File: config.mk
export PLATFORM = sky130hd
export DESIGN_NAME = rle_cfg_expander
export DESIGN_NICKNAME = d
export VERILOG_FILES = /design/src/rtl/rle_cfg_pkg.sv /design/src/rtl/rle_slot_timer.sv /design/src/rtl/rle_bit_source.sv /design/src/rtl/rle_cfg_expander.sv
export SDC_FILE = /design/constraint.sdc
export NUM_CORES = 1
export LEC_CHECK = 0
export BUFFER_PORTS_ARGS = -buffer_cell sky130_fd_sc_hd__buf_2
export CAP_MARGIN = 0
export CORE_MARGIN = 5
export CORE_UTILIZATION = 30
export DETAILED_ROUTE_END_ITERATION = 10
export PLACE_DENSITY = 0.45
export SLEW_MARGIN = 30
export SYNTH_ARGS = -nofsm -noshare
export SYNTH_HDL_FRONTEND = slang
export SYNTH_SLANG_ARGS = --single-unit
File: constraint.sdc
create_clock -name clk -period 2.44 [get_ports clk]
set_clock_uncertainty 0.1 [all_clocks]
set_input_delay 0.244 -clock clk [delete_from_list [all_inputs] [get_ports clk]]
set_output_delay 0.244 -clock clk [all_outputs]
set_load 0.02 [all_outputs]
File: src/rtl/rle_cfg_pkg.sv
package rle_cfg_pkg;
  localparam int BYTE_W = 8;
  localparam int LIT_W  = 7;
  localparam int CNT_W  = 6;

  // high bit set means the byte describes a run
  function automatic logic is_run(input logic [BYTE_W-1:0] b);
    return b[BYTE_W-1];
  endfunction

  // number of output bits that a byte expands into
  function automatic logic [CNT_W-1:0] bit_total(input logic [BYTE_W-1:0] b);
    if (is_run(b)) return b[CNT_W-1:0];
    return CNT_W'(LIT_W);
  endfunction

  // repeated value of a run byte
  function automatic logic run_value(input logic [BYTE_W-1:0] b);
    return b[BYTE_W-2];
  endfunction
endpackage

File: src/rtl/rle_slot_timer.sv
module rle_slot_timer #(
  parameter int DIV = 3
) (
  input  logic clk,
  input  logic rst,
  input  logic run,
  output logic slot_end,
  output logic strobe
);
  localparam int PW = (DIV > 1) ? $clog2(DIV) : 1;
  localparam logic [PW-1:0] LAST_PH = PW'(DIV - 1);

  logic [PW-1:0] phase;
  logic          strobe_q;

  always_ff @(posedge clk) begin
    if (rst || !run) begin
      phase <= '0;
    end else if (phase == LAST_PH) begin
      phase <= '0;
    end else begin
      phase <= phase + 1'b1;
    end
  end

  // the strobe lands one cycle after the slot opens with the new bit
  always_ff @(posedge clk) begin
    if (rst) strobe_q <= 1'b0;
    else     strobe_q <= run && (phase == '0);
  end

  assign slot_end = run && (phase == LAST_PH);
  assign strobe   = strobe_q;


  phase_range_chk: assert property (@(posedge clk) disable iff (rst)
    phase <= LAST_PH);
endmodule

File: src/rtl/rle_bit_source.sv
module rle_bit_source
  import rle_cfg_pkg::*;
(
  input  logic              clk,
  input  logic              rst,
  input  logic              load,
  input  logic [BYTE_W-1:0] load_byte,
  input  logic              advance,
  output logic              cur_bit,
  output logic              last_bit
);
  logic [LIT_W-1:0] shreg;
  logic             run_mode;
  logic             run_val;
  logic [CNT_W-1:0] count;

  always_ff @(posedge clk) begin
    if (rst) begin
      shreg    <= '0;
      run_mode <= 1'b0;
      run_val  <= 1'b0;
      count    <= '0;
    end else if (load) begin
      shreg    <= load_byte[LIT_W-1:0];
      run_mode <= is_run(load_byte);
      run_val  <= run_value(load_byte);
      count    <= bit_total(load_byte);
    end else if (advance) begin
      shreg    <= {shreg[LIT_W-2:0], 1'b0};
      count    <= count - 1'b1;
    end
  end

  assign cur_bit  = run_mode ? run_val : shreg[LIT_W-1];
  assign last_bit = (count == CNT_W'(1));

  // in both formats the first bit sent is bit 6 of the byte
  first_bit_chk: assert property (@(posedge clk) disable iff (rst)
    load |=> cur_bit == $past(load_byte[BYTE_W-2]));


  count_underflow_chk: assert property (@(posedge clk) disable iff (rst)
    advance |-> count != '0);
endmodule

File: src/rtl/rle_cfg_expander.sv
module rle_cfg_expander
  import rle_cfg_pkg::*;
#(
  parameter int STROBE_DIV = 3
) (
  input  logic              clk,
  input  logic              rst,
  input  logic [BYTE_W-1:0] in_byte,
  input  logic              in_valid,
  input  logic              in_last,
  output logic              in_ready,
  output logic              cfg_data,
  output logic              cfg_strobe,
  output logic              cfg_done
);
  logic busy;
  logic last_q;
  logic done_q;
  logic accept;
  logic nonempty;
  logic slot_end;
  logic last_bit;
  logic byte_finish;
  logic advance;
  logic cur_bit;

  assign in_ready    = !busy && !done_q;
  assign accept      = in_valid && in_ready;
  assign nonempty    = (bit_total(in_byte) != '0);
  assign byte_finish = slot_end && last_bit;
  assign advance     = slot_end && !last_bit;

  always_ff @(posedge clk) begin
    if (rst) begin
      busy   <= 1'b0;
      last_q <= 1'b0;
      done_q <= 1'b0;
    end else begin
      if (accept) last_q <= in_last;
      if (accept && nonempty) busy <= 1'b1;
      else if (byte_finish)   busy <= 1'b0;
      if ((accept && !nonempty && in_last) || (byte_finish && last_q))
        done_q <= 1'b1;
    end
  end

  rle_slot_timer #(.DIV(STROBE_DIV)) u_timer (
    .clk      (clk),
    .rst      (rst),
    .run      (busy),
    .slot_end (slot_end),
    .strobe   (cfg_strobe)
  );

  rle_bit_source u_src (
    .clk       (clk),
    .rst       (rst),
    .load      (accept),
    .load_byte (in_byte),
    .advance   (advance),
    .cur_bit   (cur_bit),
    .last_bit  (last_bit)
  );

  assign cfg_data = cur_bit;
  assign cfg_done = done_q;


  strobe_pulse_chk: assert property (@(posedge clk) disable iff (rst)
    cfg_strobe |=> !cfg_strobe);


  data_setup_chk: assert property (@(posedge clk) disable iff (rst)
    cfg_strobe |-> $stable(cfg_data));


  ready_quiet_chk: assert property (@(posedge clk) disable iff (rst)
    cfg_strobe |-> !in_ready);


  done_sticky_chk: assert property (@(posedge clk) disable iff (rst)
    cfg_done |=> cfg_done);


  done_silent_chk: assert property (@(posedge clk) disable iff (rst)
    cfg_done |-> (!cfg_strobe && !in_ready));
endmodule

After elaboration in Yosys (flattened, before gate mapping)
Cells that the tools add are included.
- add/sub/neg operators: 2
- equality and inequality tests: 2
- multiplexer cells: 13
- reductions and logical operators: 21
- operators with widths (cell ; count):
    6-bit 2-to-1 mux ; 5
    7-bit 2-to-1 mux ; 2
    1-bit logical AND ; 10
    6-bit by 1-bit == test with 1-bit output, second input constant ; 1
    1-bit 2-to-1 mux ; 6
    6-bit nonzero test ; 1
    6-bit by 1-bit subtractor with 6-bit output, second input constant ; 1
    1-bit logical NOT ; 4
    2-bit nonzero test ; 2
    2-bit by 1-bit adder with 2-bit output, second input constant ; 1
    2-bit == test, second input constant ; 1
    2-bit logical NOT ; 1
    1-bit logical OR ; 2
    2-bit OR reduction ; 1
- flip-flop bits (word level): 21
- input port bits: 12
- output and inout port bits: 4
- logic and storage cells: 47

Depth between registers and ports, before layout
Gate-level depths: netlist of run 1.
- depth in word-level cells: 7
- depth in mapped cells: 7
- mapped depth without buffers: 6

By module
Synthesis of run 1 repeated with hierarchy kept, for this count alone.
- cell total of the unflattened synthesis: 110
- area total of the unflattened synthesis: 1052.3 um2
- by module, submodules not included (module ; instances ; cells an instance ; area each (um2) ; seq. area each (um2)):
    rle_bit_source ; 1 ; 82 ; 753.2 ; 300.3
    rle_cfg_expander ; 1 ; 17 ; 163.9 ; 60.1
    rle_slot_timer ; 1 ; 11 ; 135.1 ; 60.1

Least setup slack after synthesis of run 1
No wires, ideal clock.
- kind: reg2reg
- from: register done_q (netlist: cfg_done)
- to: register u_src.shreg[3]
- setup time: 0.088 ns
- arrival: 1.442 ns
- required time: 2.252 ns
- setup slack: 0.810 ns
- stages on the path, launching flop included: 7
- path buffers: 2
- period minus slack after synthesis: 1.630 ns
- path through: dfxtp_1 > or3b_1 > buf_4 > o211ai_4 > buf_6 > nor2_2 > a311oi_2
- cells in the longest elaborated chain, start to end: 4
- elaborated cells on any way between the ends: 5
- those cells by class: 1 x mux; 4 x reduce/logical
- ends and longest elaborated chain (item ; line ; RTL):
    from (decl) ; rle_cfg_expander.sv:18 ; logic done_q;
    from (signal assigned) ; rle_cfg_expander.sv:37 ; done_q <= 1'b0;
    from (signal assigned) ; rle_cfg_expander.sv:43 ; done_q <= 1'b1;
    1-bit logical NOT (*) ; rle_cfg_expander.sv:27 ; assign in_ready = !busy && !done_q;
    1-bit logical AND (*) ; rle_cfg_expander.sv:27 ;
    1-bit logical AND (*) ; rle_cfg_expander.sv:28 ; assign accept = in_valid && in_ready;
    7-bit 2-to-1 mux or 2-bit nonzero test (tied branches) ; n/a ;
    to (signal assigned) ; rle_bit_source.sv:24 ; shreg <= load_byte[LIT_W-1:0];
    to (signal assigned) ; rle_bit_source.sv:29 ; shreg <= {shreg[LIT_W-2:0], 1'b0};
    to (decl) ; rle_bit_source.sv:12 ; logic [LIT_W-1:0] shreg;
Every way passes the cells marked *; elsewhere a longest branch is shown, timed or not.
A chain may end at the register's enable or synchronous reset.

Worst setup path after layout of run 1
- from: register u_src.count[0]
- to: register u_src.count[1]
- cells in the longest elaborated chain, start to end: 4
- elaborated cells on any way between the ends: 7
- those cells by class: 1 x add/sub; 1 x eq/ne; 2 x mux; 3 x reduce/logical
- ends and longest elaborated chain (item ; line ; RTL):
    from (decl) ; rle_bit_source.sv:15 ; logic [CNT_W-1:0] count;
    from (signal assigned) ; rle_bit_source.sv:27 ; count <= bit_total(load_byte);
    from (signal assigned) ; rle_bit_source.sv:30 ; count <= count - 1'b1;
    branches (longest 4 deep; another with 6-bit by 1-bit subtractor with 6-bit output) ; n/a ;
Parallel ways; which one is timed is not known. The select of a mux whose other input is x is not followed.

==> results_dict.tcl, run 1 <==
set metrics [dict create \
    antenna_found_initial 0 \
    arrival_ns 2.04 \
    grt_max_degree 23 \
    syn_area_per_cell_um2 9.05 \
    timing.final.crit_share_pct 79.7 \
    syn_inst 122 \
    avgViaCountPerCell 4.90 \
    grtUsageTotal_pct 10.8 \
    final_cell_count_no_fill 184 \
    core-area_um2 3610 \
    die_y_um 70.7 \
    synth_top_area_cell "dfxtp_1" \
    critPathKind "flop to flop" \
    required_ns 2.53 \
    crit_path_max_fanout 15 \
    crit-reg2reg-launch "u_src.count[0]" \
    fmax_mhz 514 \
    wl_per_cell_um 12.9 \
    htree_levels 1 \
    fin_setup_tns_ns 0 \
    async_reset_ff_share_pct 0 \
    whs_path_depth 3 \
    status "finished, final reports clean" \
    slew_violations 0 \
    yosysUniqueCellTypes 43 \
    layout_commonest_cell "dfxtp_1" \
    relSlewSlack_pct 62.8 \
    worst-r2r-cell-count 5 \
    synth_top_area_share_pct 38.1 \
    ys_ff_latch 21 \
    min_to "last_q" \
    hold_violations 0 \
    io_pins 16 \
    layout_common_cells "21 x dfxtp_1, 20 x nand2_1, 15 x buf_2, 9 x a21oi_1, 7 x nor2_1" \
    gr-total-overflow 0 \
    cts.repair.resized 0 \
    drtAntennaViolNets 0 \
    cp-end-kind "flop" \
    initialDrtViolationCount 46 \
    cts_root_buf "clkbuf_8" \
    die_x_um 70.7 \
    hp-start "in_last" \
    grt_pass1_vias 926 \
    irDropWorstVdd_uv 196 \
    worstMarginPinSlew_ns 0.557 \
    dp_cells 180 \
    post_cts_buffers 0 \
    syn-cell-area_um2 1100 \
    portBuffers 15 \
    die-area_um2 4990 \
    n_antenna_cell 0 \
    drv_cap 0 \
    max-clock-path-buffers 2 \
    drt-pass1-iter-count 4 \
    place.gp.congestion 0.739 \
    path_clk_slew_ns 0.08 \
    clock_latency_ns 0.26 \
    min_period_ns 1.94 \
    synthesis.nets 138 \
    yosys_warnings 0 \
    drive_gt1_share_pct 24.3 \
    via_count 901 \
    grt_pass1_wl_um 4270 \
    synth-seq-area-share_pct 38.1 \
    cts_sinks 21 \
    startpoint_type "flop" \
    synth_area_leaders "dfxtp_1 38%, nand2_1 6.8%, ha_1 4.5%, a21oi_1 4.1%, a311oi_2 4.1%" \
    drc 0 \
    min_path_type "primary input to flop" \
    dpl.hpwl_um 1690 \
    r2r_end "u_src.count[1]" \
    cts_tree "built" \
    finalWirelength_um 2380 \
    ys.flop_type "dfxtp_1" \
    synth_edf_count 0 \
    synthToLayoutAreaGrowth_pct 13.7 \
    nNetsFinal 153 \
    cts_buffers 3 \
    p_leak_nw 0.444 \
    r2r_slack_ns 0.50 \
    p_per_area_nw_per_um2 601 \
    initial_core_util_pct 30.6 \
    grt_setup_unrepaired "false" \
    setup_viol 0 \
    rows 22 \
    cts_hold_buf 0 \
]
==> cells by family (layout without fill, tap and decap cells) <==
family | after synthesis | after routing | synth area share, %
simple gates | 54 | 54 | 26.5
compound gates | 26 | 26 | 20.9
flops | 21 | 21 | 38.1
buf+inv | 12 | 26 | 5.67
fa+ha+maj | 4 | 4 | 4.54
xor+xnor | 3 | 3 | 2.38
mux | 2 | 2 | 1.93
==> metal layers <==
metal	global-route usage (%)	up-vias	part of all wire (%)
li1	-	465	-
met1	14.6	416	51
met2	16.2	15	43
met3	2.13	5	3.8
met4	5.85	0	2.1
met5	0	-	0
==> sequential cells by signal, summed over array words and instances, names as in the netlist <==
signal / cells
u_src.run_val: 1
u_src.shreg: 7
u_src.count: 6
cfg_done: 1
last_q: 1
u_timer.phase: 2
u_timer.strobe: 1
u_src.run_mode: 1
busy: 1
==> layout make-up <==
type	count	area, µm²
multi-input cells	89	621
clock buffers	4	45.0
repair buffers	17	90.1
flip-flops and latches	21	420
fillers	381	2350
well taps	48	60.1
inverters	5	18.8
==> synth_stat cells (all sizes together) (2+ instances only) <==
| library cell | instances |
|---|---|
| nand2 | 20 |
| buf | 5 |
| clkbuf | 2 |
| or2 | 2 |
| a211oi | 3 |
| nor2 | 10 |
| o311ai | 2 |
| nor3 | 2 |
| a31oi | 2 |
| inv | 5 |
| a21oi | 9 |
| a311oi | 6 |
| nor3b | 2 |
| dfxtp | 21 |
| ha | 4 |
| nand3 | 5 |
| nand2b | 2 |
| xnor2 | 3 |
==> worst max path at each step <==
stage | start | endpoint | slack (ns) | cells past startpoint
6_report | u_src.count[0] | u_src.count[1] | 0.50 | 5
5_1_grt | busy | u_src.count[1] | 0.29 | 4
4_1_cts | busy | u_src.count[1] | 0.50 | 4
3_5_place_dp | busy | u_src.count[1] | 0.53 | 4
3_3_place_gp | busy | u_src.count[1] | 0.55 | 4
2_1_floorplan | cfg_done | u_src.shreg[3] | 0.81 | 6
==> metrics by stage <==
| step | setup slack (ns) | power [mW] | hold slack (ns) | cell area (µm²) | utilization [%] |
|---|---|---|---|---|---|
| final | 0.496 | 0.755 | 0.130 | 1250 | 34.8 |
| after CTS | 0.500 | 0.768 | 0.124 | 1250 | 34.8 |
| after global placement | 0.553 | 0.532 | 0.306 | 1210 | 33.6 |
| after floorplan | 0.810 | 0.499 | 0.222 | 1100 | - |
| after detailed placement | 0.527 | 0.535 | 0.315 | 1210 | 33.6 |
| after global routing | 0.286 | 0.803 | 0.143 | 1250 | 34.8 |
==> power breakdown <==
| part | leakage [nW] | internal [mW] | switching, mW |
|---|---|---|---|
| registers | 0.173 | 0.368 | 0.0206 |
| logic | 0.248 | 0.0557 | 0.0815 |
| clock network | 0.0228 | 0.116 | 0.113 |
| total | 0.444 | 0.540 | 0.215 |
==> worst max-delay path: stages (launching register included) <==
cell and delay, ns:
dfxtp_1 0.39, ha_1 0.18, nor2b_1 0.48, o211ai_4 0.27, or2_2 0.35, a21oi_1 0.11
Note: power is estimated with default switching activity, not from simulation.
==> run 2: changes to the inputs <==
- clock period: 2.44 -> 1.81 ns (I/O delays scaled with it)
==> run 2 against run 1 <==
Net effect: final area rose by 7.9%; first-iteration DRC count fell by 72%; global-route usage up 0.26 points; utilization rose by 2.7 points; sequential cell count is the same; register-to-register slack worse by 0.31 ns.
==> results_dict.tcl, run 2 (synthesis gave the netlist of run 1 again) <==
set metrics [dict create \
    worstMarginPinSlew_ns 0.440 \
    setup_viol 0 \
    path_clk_slew_ns 0.09 \
    fin_setup_tns_ns 0 \
    status "finished, final reports clean" \
    fmax_mhz 615 \
    gr-total-overflow 0 \
    portBuffers 15 \
    critPathKind "flop to flop" \
    avgViaCountPerCell 4.95 \
    antenna_found_initial 0 \
    grtUsageTotal_pct 11.1 \
    dpl-instance-area_um2 1260 \
    grt_pass1_wl_um 4460 \
    synthToLayoutAreaGrowth_pct 22.7 \
    core-area_um2 3610 \
    arrival_ns 1.71 \
    drc 0 \
    p_total_mw 1.06 \
    critPathMaxStageDelay_ns 0.33 \
    grt_pass1_vias 942 \
    crit_path_max_fanout 7 \
    startpoint_type "flop" \
    irDropWorstVdd_uv 323 \
    p_leak_nw 0.497 \
    multi_input_area_um2 647 \
    min_path_type "primary input to flop" \
    initialDrtViolationCount 13 \
    n_antenna_cell 0 \
    relSlewSlack_pct 70.7 \
    clock_latency_ns 0.27 \
    via_count 955 \
    layout_commonest_cell "dfxtp_1" \
    min_period_ns 1.63 \
    largest_register "u_src.shreg" \
    layout_common_cells "21 x dfxtp_1, 20 x nand2_1, 15 x buf_2, 10 x buf_4, 9 x a21oi_1" \
    nNetsFinal 162 \
    drv_cap 0 \
    fin_area_um2 1350 \
    die-area_um2 4990 \
    cts_sinks 21 \
    die_x_um 70.7 \
    cts_root_buf "clkbuf_8" \
    place.gp.congestion 0.729 \
    max-clock-path-buffers 2 \
    htree_levels 1 \
    path_cells "inv_1 -> ha_1 -> nor2b_4 -> o211ai_4 -> buf_6 -> nor2_2 -> a311oi_2" \
    slew_violations 0 \
    regArea_um2 420 \
    utilization_pct 37.5 \
    wl_per_cell_um 13.1 \
    cp-end-kind "flop" \
    drive_gt1_share_pct 30.3 \
    timing.final.crit_share_pct 89.9 \
    drt-pass1-iter-count 3 \
    drtAntennaViolNets 0 \
    hold_violations 0 \
    required_ns 1.90 \
    largest_reg_flops 7 \
    grt_max_degree 23 \
    cts_buffers 3 \
    finalWirelength_um 2540 \
    p_per_area_nw_per_um2 783 \
    cts_tree "built" \
    rows 22 \
    initial_core_util_pct 30.6 \
    place_ws_ns 0.0114 \
    largest_registers "u_src.shreg: 7 flops, u_src.count: 6 flops, u_timer.phase: 2 flops" \
    nFillCells 383 \
    grt_setup_unrepaired "false" \
    io_pins 16 \
    worst_slack_ns 0.183 \
    dpl.hpwl_um 1810 \
    cp_slowest_cell "dfxtp_1" \
    die_y_um 70.7 \
]
run 2: cell types whose count changed in the layout (fill, tap and decap cells not counted), sizes merged:
| cell | before | now |
|---|---|---|
| buf | 17 | 26 |
| clkbuf | 4 | 3 |
| clkinv | 0 | 1 |
run 2: cell type report:
type | instances | area share (%)
well taps | 48 | 4.44
clock buffers | 3 | 3.05
repair buffers | 26 | 11.9
multi-input cells | 89 | 47.8
inverters | 5 | 1.39
clock inverters | 1 | 0.370
flip-flops and latches | 21 | 31.1
run 2: routing by layer:
layer / track usage, % / part of all wire (%) / up-vias
met1: 14.8 / 49 / 455
li1: - / - / 482
met5: 0 / 0 / -
met4: 4.38 / 1.6 / 0
met3: 2.41 / 3.7 / 4
met2: 17.4 / 45 / 14
run 2: timing repair:
action | CTS | global route
pin swaps | 1 | 3
resized for setup | 0 | 5
hold buffers | 0 | 0
setup buffers | 2 | 0
endpoints found under the hold margin | 0 | 0
endpoints found under the setup margin | 1 | 11
run 2: critical path, delay by kind of cell, from the launching register on:
| kind | cells | cell delay (ns) |
|---|---|---|
| buf+inv | 2 | 0.23 |
| simple gates | 2 | 0.20 |
| flops | 1 | 0.33 |
| fa+ha+maj | 1 | 0.19 |
| compound gates | 2 | 0.48 |
run 2: per-stage QoR:
| step | cells | hold slack [ns] |
|---|---|---|
| after detailed placement | 187 | 0.311 |
| final | 193 | 0.0511 |
| after global routing | 193 | 0.0559 |
| after global placement | 187 | 0.309 |
| after floorplan | 122 | 0.159 |
| after CTS | 193 | 0.0477 |
run 2: final timing paths:
kind	from	slack (ns)	cells after the start	endpoint
hold reg to reg	u_timer.phase[0]	0.32	1	u_timer.phase[0]
hold / removal	in_last	0.05	3	last_q
setup / recovery	u_src.count[1]	0.18	7	u_src.shreg[3]
setup reg to reg	u_src.count[1]	0.18	7	u_src.shreg[3]
run 2: where the power goes:
group	switching (mW)	internal, mW
Sequential	0.0276	0.496
Clock	0.165	0.154
Combinational	0.122	0.0968
